<file path="src/rtl/bkpt_pkg.sv">
// Shared types and helpers for the breakpoint comparator bank.
// Assumes control-word field positions as listed in the brief.
package bkpt_pkg;
    localparam int unsigned DEF_NUM_PAIRS = 6;
    localparam int unsigned DEF_CTX_FIRST = 4;

    localparam logic [2:0] MD_ADDR     = 3'b000;
    localparam logic [2:0] MD_ADDR_LNK = 3'b001;
    localparam logic [2:0] MD_CTX      = 3'b010;
    localparam logic [2:0] MD_CTX_TGT  = 3'b011;
    localparam logic [2:0] MD_MIS      = 3'b100;
    localparam logic [2:0] MD_MIS_LNK  = 3'b101;

    // Decoded control word, only the meaningful fields are stored.
    typedef struct packed {
        logic [2:0] mode;
        logic [3:0] link;
        logic [1:0] world;
        logic [3:0] lanes;
        logic [1:0] level;
        logic       en;
    } bp_ctl_t;

    // World gate: 00 any, 01 non-secure, 10 secure, 11 never.
    function automatic logic world_ok(input logic [1:0] sel, input logic sec);
        return (sel == 2'b00) || (sel == 2'b01 && !sec) || (sel == 2'b10 && sec);
    endfunction

    // Privilege gate: 11 any, 01 privileged, 10 user, 00 never.
    function automatic logic level_ok(input logic [1:0] sel, input logic prv);
        return (sel == 2'b11) || (sel == 2'b01 && prv) || (sel == 2'b10 && !prv);
    endfunction
endpackage

</file>
<file path="src/rtl/bkpt_regs.sv">
// Staging and active copies of each pair's value and control word.
// Writes land in staging; a barrier copies staging into the active copy.
// Assumes pairs numbered CTX_FIRST and above can compare a context ID.
module bkpt_regs
    import bkpt_pkg::*;
#(
    parameter int unsigned NUM_PAIRS = DEF_NUM_PAIRS,
    parameter int unsigned CTX_FIRST = DEF_CTX_FIRST,
    parameter int unsigned IDX_W     = $clog2(NUM_PAIRS)
) (
    input  logic                        clk,
    input  logic                        rst_n,
    input  logic                        wr_val_en,
    input  logic                        wr_ctl_en,
    input  logic [IDX_W-1:0]            wr_idx,
    input  logic [31:0]                 wr_data,
    input  logic                        barrier,
    output logic [NUM_PAIRS-1:0][31:0]  live_val,
    output bp_ctl_t [NUM_PAIRS-1:0]     live_ctl
);
    logic unused_wr_bits;
    assign unused_wr_bits = ^{wr_data[31:23], wr_data[13:9], wr_data[4:3]};

    for (genvar i = 0; i < NUM_PAIRS; i++) begin : g_pair
        localparam bit CTX_CAP = (i >= CTX_FIRST);
        logic [31:0] stage_val;
        bp_ctl_t     stage_ctl;
        bp_ctl_t     wr_ctl;
        logic        sel;

        assign sel = (wr_idx == IDX_W'(i));

        // Decode the write word into fields; bit 21 kept only on context-capable pairs.
        always_comb begin
            wr_ctl.mode  = {wr_data[22], CTX_CAP ? wr_data[21] : 1'b0, wr_data[20]};
            wr_ctl.link  = wr_data[19:16];
            wr_ctl.world = wr_data[15:14];
            wr_ctl.lanes = wr_data[8:5];
            wr_ctl.level = wr_data[2:1];
            wr_ctl.en    = wr_data[0];
        end

        // Capture writes into staging and commit staging on a barrier.
        always_ff @(posedge clk) begin
            if (!rst_n) begin
                stage_val   <= '0;
                stage_ctl   <= '0;
                live_val[i] <= '0;
                live_ctl[i] <= '0;
            end else begin
                if (wr_val_en && sel) stage_val <= wr_data;
                if (wr_ctl_en && sel) stage_ctl <= wr_ctl;
                if (barrier) begin
                    live_val[i] <= stage_val;
                    live_ctl[i] <= stage_ctl;
                end
            end
        end
    end
endmodule

</file>
<file path="src/rtl/bkpt_match.sv">
// Per-pair comparators plus link resolution and mode selection.
// Purely combinational; the result is registered by the top module.
module bkpt_match
    import bkpt_pkg::*;
#(
    parameter int unsigned NUM_PAIRS = DEF_NUM_PAIRS,
    parameter int unsigned CTX_FIRST = DEF_CTX_FIRST
) (
    input  logic [NUM_PAIRS-1:0][31:0]  live_val,
    input  bp_ctl_t [NUM_PAIRS-1:0]     live_ctl,
    input  logic [31:0]                 fetch_addr,
    input  logic [3:0]                  fetch_lanes,
    input  logic                        priv_mode,
    input  logic                        secure,
    input  logic                        monitor_mode,
    input  logic [31:0]                 ctx_id,
    output logic [NUM_PAIRS-1:0]        raw_vec
);
    logic [NUM_PAIRS-1:0] addr_eq, addr_ne, ctx_eq, gate_ok;
    logic                 suppress;
    logic                 unused_addr_lo;

    assign unused_addr_lo = ^fetch_addr[1:0];
    assign suppress       = priv_mode && monitor_mode;

    for (genvar i = 0; i < NUM_PAIRS; i++) begin : g_cmp
        logic word_eq, lane_any, lanes_set;
        assign word_eq   = (live_val[i][31:2] == fetch_addr[31:2]);
        assign lane_any  = |(live_ctl[i].lanes & fetch_lanes);
        assign lanes_set = |live_ctl[i].lanes;
        assign addr_eq[i] = word_eq && lane_any;
        assign addr_ne[i] = lanes_set && !(word_eq && lane_any);
        assign gate_ok[i] = world_ok(live_ctl[i].world, secure) &&
                            level_ok(live_ctl[i].level, priv_mode);
        if (i >= CTX_FIRST) begin : g_ctx
            assign ctx_eq[i] = (live_val[i] == ctx_id);
        end else begin : g_noctx
            logic unused_val_lo;
            assign unused_val_lo = ^live_val[i][1:0];
            assign ctx_eq[i]     = 1'b0;
        end
    end

    // Resolve each pair's link and apply its mode, gates and suppression.
    always_comb begin
        for (int i = 0; i < NUM_PAIRS; i++) begin
            logic link_ok;
            logic base;
            link_ok = 1'b0;
            for (int j = CTX_FIRST; j < NUM_PAIRS; j++) begin
                if (int'(live_ctl[i].link) == j && j != i &&
                    live_ctl[j].mode == MD_CTX_TGT && live_ctl[j].en && ctx_eq[j])
                    link_ok = 1'b1;
            end
            base = live_ctl[i].en && gate_ok[i];
            case (live_ctl[i].mode)
                MD_ADDR:     raw_vec[i] = base && addr_eq[i];
                MD_ADDR_LNK: raw_vec[i] = base && addr_eq[i] && link_ok;
                MD_CTX:      raw_vec[i] = base && ctx_eq[i] && !suppress;
                MD_MIS:      raw_vec[i] = base && addr_ne[i] && !suppress;
                MD_MIS_LNK:  raw_vec[i] = base && addr_ne[i] && link_ok && !suppress;
                default:     raw_vec[i] = 1'b0;
            endcase
        end
    end
endmodule

</file>
<file path="src/rtl/bkpt_unit.sv">
// Top of the breakpoint comparator bank: register storage, matching and
// the registered, fetch-qualified hit outputs.
// Assumes one fetch per cycle and synchronous active-low reset.
module bkpt_unit
    import bkpt_pkg::*;
#(
    parameter int unsigned NUM_PAIRS = DEF_NUM_PAIRS,
    parameter int unsigned CTX_FIRST = DEF_CTX_FIRST,
    parameter int unsigned IDX_W     = $clog2(NUM_PAIRS)
) (
    input  logic                  clk,
    input  logic                  rst_n,
    input  logic                  fetch_valid,
    input  logic [31:0]           fetch_addr,
    input  logic [3:0]            fetch_lanes,
    input  logic                  priv_mode,
    input  logic                  secure,
    input  logic                  monitor_mode,
    input  logic [31:0]           ctx_id,
    input  logic                  wr_val_en,
    input  logic                  wr_ctl_en,
    input  logic [IDX_W-1:0]      wr_idx,
    input  logic [31:0]           wr_data,
    input  logic                  barrier,
    output logic                  bp_hit,
    output logic [NUM_PAIRS-1:0]  bp_hit_vec
);
    logic [NUM_PAIRS-1:0][31:0] live_val;
    bp_ctl_t [NUM_PAIRS-1:0]    live_ctl;
    logic [NUM_PAIRS-1:0]       raw_vec;
    logic [NUM_PAIRS-1:0]       hit_q;

    bkpt_regs #(.NUM_PAIRS(NUM_PAIRS), .CTX_FIRST(CTX_FIRST), .IDX_W(IDX_W)) u_regs (
        .clk(clk), .rst_n(rst_n), .wr_val_en(wr_val_en), .wr_ctl_en(wr_ctl_en),
        .wr_idx(wr_idx), .wr_data(wr_data), .barrier(barrier),
        .live_val(live_val), .live_ctl(live_ctl)
    );

    bkpt_match #(.NUM_PAIRS(NUM_PAIRS), .CTX_FIRST(CTX_FIRST)) u_match (
        .live_val(live_val), .live_ctl(live_ctl), .fetch_addr(fetch_addr),
        .fetch_lanes(fetch_lanes), .priv_mode(priv_mode), .secure(secure),
        .monitor_mode(monitor_mode), .ctx_id(ctx_id), .raw_vec(raw_vec)
    );

    // Register the per-pair result, cleared when no fetch is presented.
    always_ff @(posedge clk) begin
        if (!rst_n) hit_q <= '0;
        else        hit_q <= fetch_valid ? raw_vec : '0;
    end

    assign bp_hit_vec = hit_q;
    assign bp_hit     = |hit_q;
endmodule

</file>
<file path="config.mk">
export PLATFORM = sky130hd
export DESIGN_NAME = bkpt_unit
export DESIGN_NICKNAME = d
export VERILOG_FILES = /design/src/rtl/bkpt_pkg.sv /design/src/rtl/bkpt_regs.sv /design/src/rtl/bkpt_match.sv /design/src/rtl/bkpt_unit.sv
export SDC_FILE = /design/constraint.sdc
export NUM_CORES = 1
export LEC_CHECK = 0
export BUFFER_PORTS_ARGS = -buffer_cell sky130_fd_sc_hd__clkbuf_2
export CORE_MARGIN = 4
export CORE_UTILIZATION = 35
export DETAILED_ROUTE_END_ITERATION = 12
export PLACE_DENSITY = 0.56
export SETUP_SLACK_MARGIN = 0.3
export SYNTH_ARGS = -nofsm -noshare
export SYNTH_HDL_FRONTEND = slang
export SYNTH_SLANG_ARGS = --single-unit
</file>
<file path="constraint.sdc">
create_clock -name clk -period 2.3 [get_ports clk]
set_input_delay 0.115 -clock clk [delete_from_list [all_inputs] [get_ports clk]]
set_output_delay 0.115 -clock clk [all_outputs]
set_load 0.05 [all_outputs]
</file>
==> results of run 1 <==
-- final cells by class --
class	count	share of cell area (%)
Clock buffer	80	5.92
Tap cell	931	4.04
Sequential cell	558	38.8
Antenna cell	6	0.0521
Clock inverter	28	1.30
Timing Repair Buffer	261	6.53
Multi-Input combinational cell	1843	43.3
-- metrics by stage --
step / power, mW / hold slack (ps) / utilization, % / std cells / worst slack (ps)
after floorplan: 11.1 / 250 / - / 2593 / 352
after CTS: 21.9 / 27.5 / 41.8 / 3699 / -80.2
after detailed placement: 11.8 / 427 / 38.2 / 3567 / -368
final: 21.7 / 32.7 / 42.0 / 3707 / -58.9
after global routing: 22.4 / 41.8 / 42.0 / 3704 / -153
after global placement: 11.8 / 417 / 38.2 / 3567 / -364
-- worst max-delay path, cell delays in order, from the launching register on --
cell	delay, ps
dfxtp_2	320
xor2_1	150
nor4_1	300
buf_4	180
nand4_1	230
buf_4	230
nor4_4	170
mux2_4	350
o41ai_2	190
and3_1	180
-- logic make-up (layout without fill, tap and decap cells) --
| kind of cell | Yosys count | in the layout |
|---|---|---|
| xor+xnor | 244 | 244 |
| other cells | 0 | 6 |
| simple gates | 1005 | 1005 |
| compound gates | 304 | 304 |
| flops | 558 | 558 |
| buf+inv | 192 | 369 |
| mux | 290 | 290 |
-- worst paths after layout --
path | slack, ps | cells past startpoint | from | endpoint
max | -60 | 9 | u_regs.live_val[144] | bp_hit_vec[4]
min | 30 | 3 | rst_n | u_regs.g_pair[1].stage_val[6]
max reg2reg | -60 | 9 | u_regs.live_val[144] | bp_hit_vec[4]
min reg2reg | 440 | 1 | u_regs.live_ctl[45] | bp_hit_vec[2]
-- routing by layer --
layer | global-route usage [%] | share of wire (%)
met5 | 0 | 0
met4 | 6.81 | 3.3
met3 | 4.16 | 6.5
met2 | 33.0 | 44
met1 | 29.2 | 46
-- power by group through the flow --
stage / clock, mW / combinational (mW) / sequential [mW]
after floorplan: 0 / 1.01 / 10.1
after global placement: 0 / 1.68 / 10.1
after detailed placement: 0 / 1.69 / 10.1
after CTS: 10.3 / 1.74 / 9.90
after global routing: 10.7 / 1.86 / 9.91
final: 10.1 / 1.76 / 9.90
-- flip-flops by register name (all words and copies together), names as in the netlist --
register	cells
u_regs.g_pair.stage_ctl	92
u_regs.live_val	184
bp_hit_vec	6
u_regs.g_pair.stage_val	184
u_regs.live_ctl	92
-- cell usage in the layout (no fill, tap or decap), drive strengths merged, types with 6 or more instances in the layout --
cell         count
xnor2          142
nor2            21
a21boi         276
bufinv           7
mux2i          288
nand3           15
buf            127
diode            6
nand2          566
and2             6
dlygate4sd3     20
xor2           102
nor2b          284
clkinv          19
nand4           51
dfxtp          558
nor3             7
clkbuf         194
nor4            37
or4              6
-- what timing repair did --
action	in CTS	in global routing
hold buffers	20	0
setup endpoints to repair	6	6
resized for setup	39	27
setup buffers	4	2
endpoints found under the hold margin	138	0
pin swaps	20	31
==> results.py, run 1 <==
metrics = {
    "clock_tree": {
        "cts_max_level": 2,
        "clockRootBuffer": "clkbuf_16",
        "clk_latency_ps": 630,
        "cts_tree": "done",
        "clkTransAtPathRegs_ps": 60,
        "cts_made_buffers": 59,
        "cts.sinks": 558,
        "clockBufferDepth": 3,
    },
    "place": {
        "place_area_um2": 26200,
        "dpl.hpwl_um": 54200,
        "gp_congestion": 0.903,
        "port_buffers": 116,
    },
    "pwr": {
        "p_int_mw": 16.5,
        "p_seq_share_pct": 45.6,
        "p_switching_mw": 5.24,
        "power_density_nw_per_um2": 754,
        "pwr-share-clk_pct": 46.3,
        "ir_worst_vdd_mv": 0.608,
        "leakage_nw": 10.8,
        "sw_frac_of_total_pct": 24.1,
        "p_comb_share_pct": 8.1,
    },
    "route": {
        "vias_per_cell": 4.97,
        "num_vias": 18400,
        "drt-pass1-iter-count": 5,
        "drt_wl_total_um": 79900,
        "drc": 0,
        "ant_nets": 0,
        "drt-initial-drc-count": 1368,
        "wl_per_cell_um": 21.6,
    },
    "sta": {
        "worst_slew_pin_slew_ps": 1140,
        "rsz0062_at_grt": "yes",
        "min_period_ps": 2360,
        "fin_setup_tns_ps": -58.9,
        "clock_skew_ps": 41.0,
        "slew_headroom_pct": 24.2,
        "fmax_ghz": 0.424,
        "maxSlewViolCount": 0,
        "finalSetupViolCount": 1,
        "finalHoldViolations": 0,
        "fin_crit_sh_pct": 103,
        "setup_ws_ps": -58.9,
    },
    "setup_path": {
        "cp.required_ps": 2870,
        "crit_arrival_ps": 2930,
        "endpoint_kind": "flip-flop",
        "worstPathMaxFanout": 2,
        "critPathLaunchType": "flip-flop",
        "critical_path_class": "flip-flop to flip-flop",
    },
    "synth": {
        "ys_seq_area_share_pct": 46.1,
        "synth_top_area_cell": "dfxtp_1",
        "yosys.area_share.simple_pct": 20.1,
        "synth-compound-area-share_pct": 9.41,
        "ys.flop_type": "dfxtp_1",
        "synth_top_area_share_pct": 46.1,
        "ys_top_cells_by_count": "566 x nand2_1, 558 x dfxtp_1, 288 x mux2i_1",
        "async_flop_share_pct": 0,
        "synthTopCellsByArea": "dfxtp_1 46%, mux2i_1 12%, nand2_1 8.8%",
        "yosys.area_share.adder_pct": 0,
        "synth.area.mux_share_pct": 12.0,
        "yosysMostFrequentCell": "nand2_1",
        "synth-seq-cells": 558,
        "synthCells": 2593,
        "synthXorXnorAreaFrac_pct": 8.82,
        "post_synth_num_cell_types": 38,
        "ys_warn_count": 0,
        "syn_nets": 2705,
        "synth-edff-count": 0,
        "syn_area_um2": 24200,
        "synth_top_family_by_area": "simple AND/OR/NAND/NOR gates",
        "avgSynthCellArea_um2": 9.34,
    },
    "die": {
        "start_util_pct": 35.3,
        "coreArea_um2": 68600,
        "fp-row-count": 96,
        "die-area_um2": 73500,
        "io_pins": 119,
        "dieWidth_um": 271,
        "die_y_um": 271,
    },
    "run": {
        "maxCapViolations": 0,
    },
    "layout": {
        "syn2layout_area_growth_pct": 19.0,
        "fillers": 6644,
        "final-seq-area_um2": 11200,
        "final_cell_area_um2": 28800,
        "final_nets": 2835,
        "layout-drive-gt1-share_pct": 14.8,
        "multiInputGateArea_um2": 12500,
    },
    "run_status": {
        "status": "finished, violations left",
        "violations": "negative setup slack",
    },
    "global_routing": {
        "grt_max_degree": 288,
        "grt_pass1_wl_um": 117000,
        "grt_use_total_pct": 21.1,
        "antenna_found_initial": 4,
        "grt-ovfl-total": 0,
        "first_global_vias": 17800,
    },
    "worst_hold_path": {
        "hold_class": "input pin to flip-flop",
    },
}
(Power assumes the default switching activity.)
==> inputs of run 2 (changes only) <==
Settings changed: HOLD_SLACK_MARGIN from default to 0.1.
==> run 2 against run 1 <==
Net effect: the run still ends with negative setup slack left; sequential power is essentially flat; cell area grew 0.32%; sequential share of layout area shrank 0.12 points; critical endpoint unchanged.
==> results.py, run 2 (synthesis gave the netlist of run 1 again) <==
metrics = {
    "sta": {
        "maxSlewViolCount": 0,
        "clock_skew_ps": 42.1,
        "setup_ws_ps": -52.6,
        "rsz0062_at_grt": "yes",
        "slew_headroom_pct": 18.6,
        "finalSetupViolCount": 1,
        "fin_crit_sh_pct": 102,
        "worst_slew_pin_slew_ps": 1220,
        "finalHoldViolations": 0,
        "min_period_ps": 2350,
        "fmax_ghz": 0.425,
    },
    "layout": {
        "fillers": 6637,
        "multiInputGateArea_um2": 12500,
        "final_nets": 2845,
        "reg_top3": "u_regs.g_pair.stage_val (184), u_regs.live_val (184)",
        "final_cell_mix": "566 x nand2_1, 543 x dfxtp_1, 284 x mux2i_1, 284 x nor2b_1, 173 x a21boi_0",
        "mostFrequentLayoutCell": "nand2_1",
        "final-seq-area_um2": 11200,
        "layout-drive-gt1-share_pct": 14.8,
        "syn2layout_area_growth_pct": 19.4,
        "final_cell_area_um2": 28900,
    },
    "setup_path": {
        "startpoint": "u_regs.live_val[144]",
        "endpoint_kind": "flip-flop",
        "critPathLaunchType": "flip-flop",
        "cp.depth": 9,
        "critPathSlowestCell": "mux2_4",
        "worstPathMaxFanout": 2,
        "r2r_end": "bp_hit_vec[4]",
        "crit_family": "simple AND/OR/NAND/NOR gates",
        "r2r_start": "u_regs.live_val[144]",
        "path_cells": "xor2_1, nor4_1, buf_4, nand4_1, buf_4, nor4_4, mux2_4, o41ai_2, and3_1",
        "max_stage_delay_ps": 340,
        "cp_common_cell": "buf_4",
        "worst-r2r-setup-slack_ps": -50,
        "cp.required_ps": 2870,
        "critical_path_class": "flip-flop to flip-flop",
        "crit_arrival_ps": 2920,
        "reg2regPathDepth": 9,
        "crit_buf_inv": 2,
    },
    "clock_tree": {
        "cts_max_level": 2,
        "cts_tree": "done",
        "cts.sinks": 558,
        "clkTransAtPathRegs_ps": 60,
        "clk_latency_ps": 630,
        "clockRootBuffer": "clkbuf_16",
        "clockBufferDepth": 3,
        "cts_made_buffers": 59,
    },
    "route": {
        "wl_per_cell_um": 21.5,
        "drt-pass1-iter-count": 5,
        "drt_wl_total_um": 79900,
        "drc": 0,
        "ant_nets": 0,
        "vias_per_cell": 4.97,
        "drt-initial-drc-count": 1433,
        "num_vias": 18400,
    },
    "worst_hold_path": {
        "hold_class": "input pin to flip-flop",
        "hold_depth": 5,
        "whs_endpoint": "bp_hit_vec[5]",
        "min_from": "priv_mode",
    },
    "place": {
        "post-place-ws_ps": -368,
        "gp_congestion": 0.903,
        "place_area_um2": 26200,
        "dpl.hpwl_um": 54200,
        "port_buffers": 116,
    },
    "run_status": {
        "violations": "negative setup slack",
        "status": "finished, violations left",
    },
    "global_routing": {
        "grt-ovfl-total": 0,
        "first_global_vias": 17800,
        "grt_pass1_wl_um": 117000,
        "antenna_found_initial": 4,
        "grt_max_degree": 288,
        "grt_use_total_pct": 21.1,
    },
    "die": {
        "fp-row-count": 96,
        "die_y_um": 271,
        "start_util_pct": 35.3,
        "dieWidth_um": 271,
        "coreArea_um2": 68600,
        "io_pins": 119,
        "die-area_um2": 73500,
    },
    "pwr": {
        "leakage_nw": 10.9,
        "ir_worst_vdd_mv": 0.611,
        "power_density_nw_per_um2": 752,
    },
    "run": {
        "maxCapViolations": 0,
    },
}
run 2: cell types whose count changed in the layout (fill, tap and decap cells not counted), sizes merged:
cell / delta
dlygate4sd3: +10
diode: -2
run 2: per-layer routing:
layer | global-route usage (%) | share of wire, % | wire length (um)
met3 | 4.21 | 6.5 | 5160
met4 | 6.81 | 3.2 | 2590
met1 | 29.2 | 46 | 36600
met2 | 33.0 | 45 | 35600
met5 | 0 | 0 | 0
run 2: timing repair:
action	CTS	global route
hold endpoints to repair	273	0
pin swaps	20	31
resized for setup	39	26
buffers inserted	4	2
hold buffers	30	0
endpoints found under the setup margin	6	6
run 2: stage by stage:
| stage | util, % | power, mW | setup TNS (ps) | hold slack [ps] | instances |
|---|---|---|---|---|---|
| 6_report | 42.2 | 21.8 | -52.6 | 151 | 3715 |
| 5_1_grt | 42.2 | 22.4 | -153 | 117 | 3714 |
| 3_3_place_gp | 38.2 | 11.8 | -364 | 417 | 3567 |
| 3_5_place_dp | 38.2 | 11.8 | -368 | 427 | 3567 |
| 4_1_cts | 41.9 | 21.9 | -80.2 | 108 | 3709 |
| 2_1_floorplan | - | 11.1 | 0 | 250 | 2593 |
run 2: how the worst max path moves through the flow:
stage,endpoint,slack [ps]
floorplan,bp_hit_vec[4],350
global placement,bp_hit_vec[4],-360
detailed placement,bp_hit_vec[4],-370
CTS,bp_hit_vec[4],-80
global route,bp_hit_vec[4],-150
finish,bp_hit_vec[4],-50
run 2: layout make-up:
class | instances | share of cell area, %
Tap cell | 931 | 4.03
Clock inverter | 28 | 1.29
Sequential cell | 558 | 38.7
Multi-Input combinational cell | 1843 | 43.2
Clock buffer | 80 | 5.90
Antenna cell | 4 | 0.0346
Timing Repair Buffer | 271 | 6.84
run 2: power breakdown:
group          switching [mW]  internal (mW)  total (mW)
sequential             0.0899           9.81        9.90
combinational            1.07          0.703        1.78
clock                    4.09           5.98        10.1
run 2: worst reg2reg max path, delay by kind of cell (launching register included):
kind | cells | cell delay, ps
compound gates | 1 | 190
flops | 1 | 320
buf+inv | 2 | 410
simple gates | 4 | 880
mux | 1 | 340
xor+xnor | 1 | 150
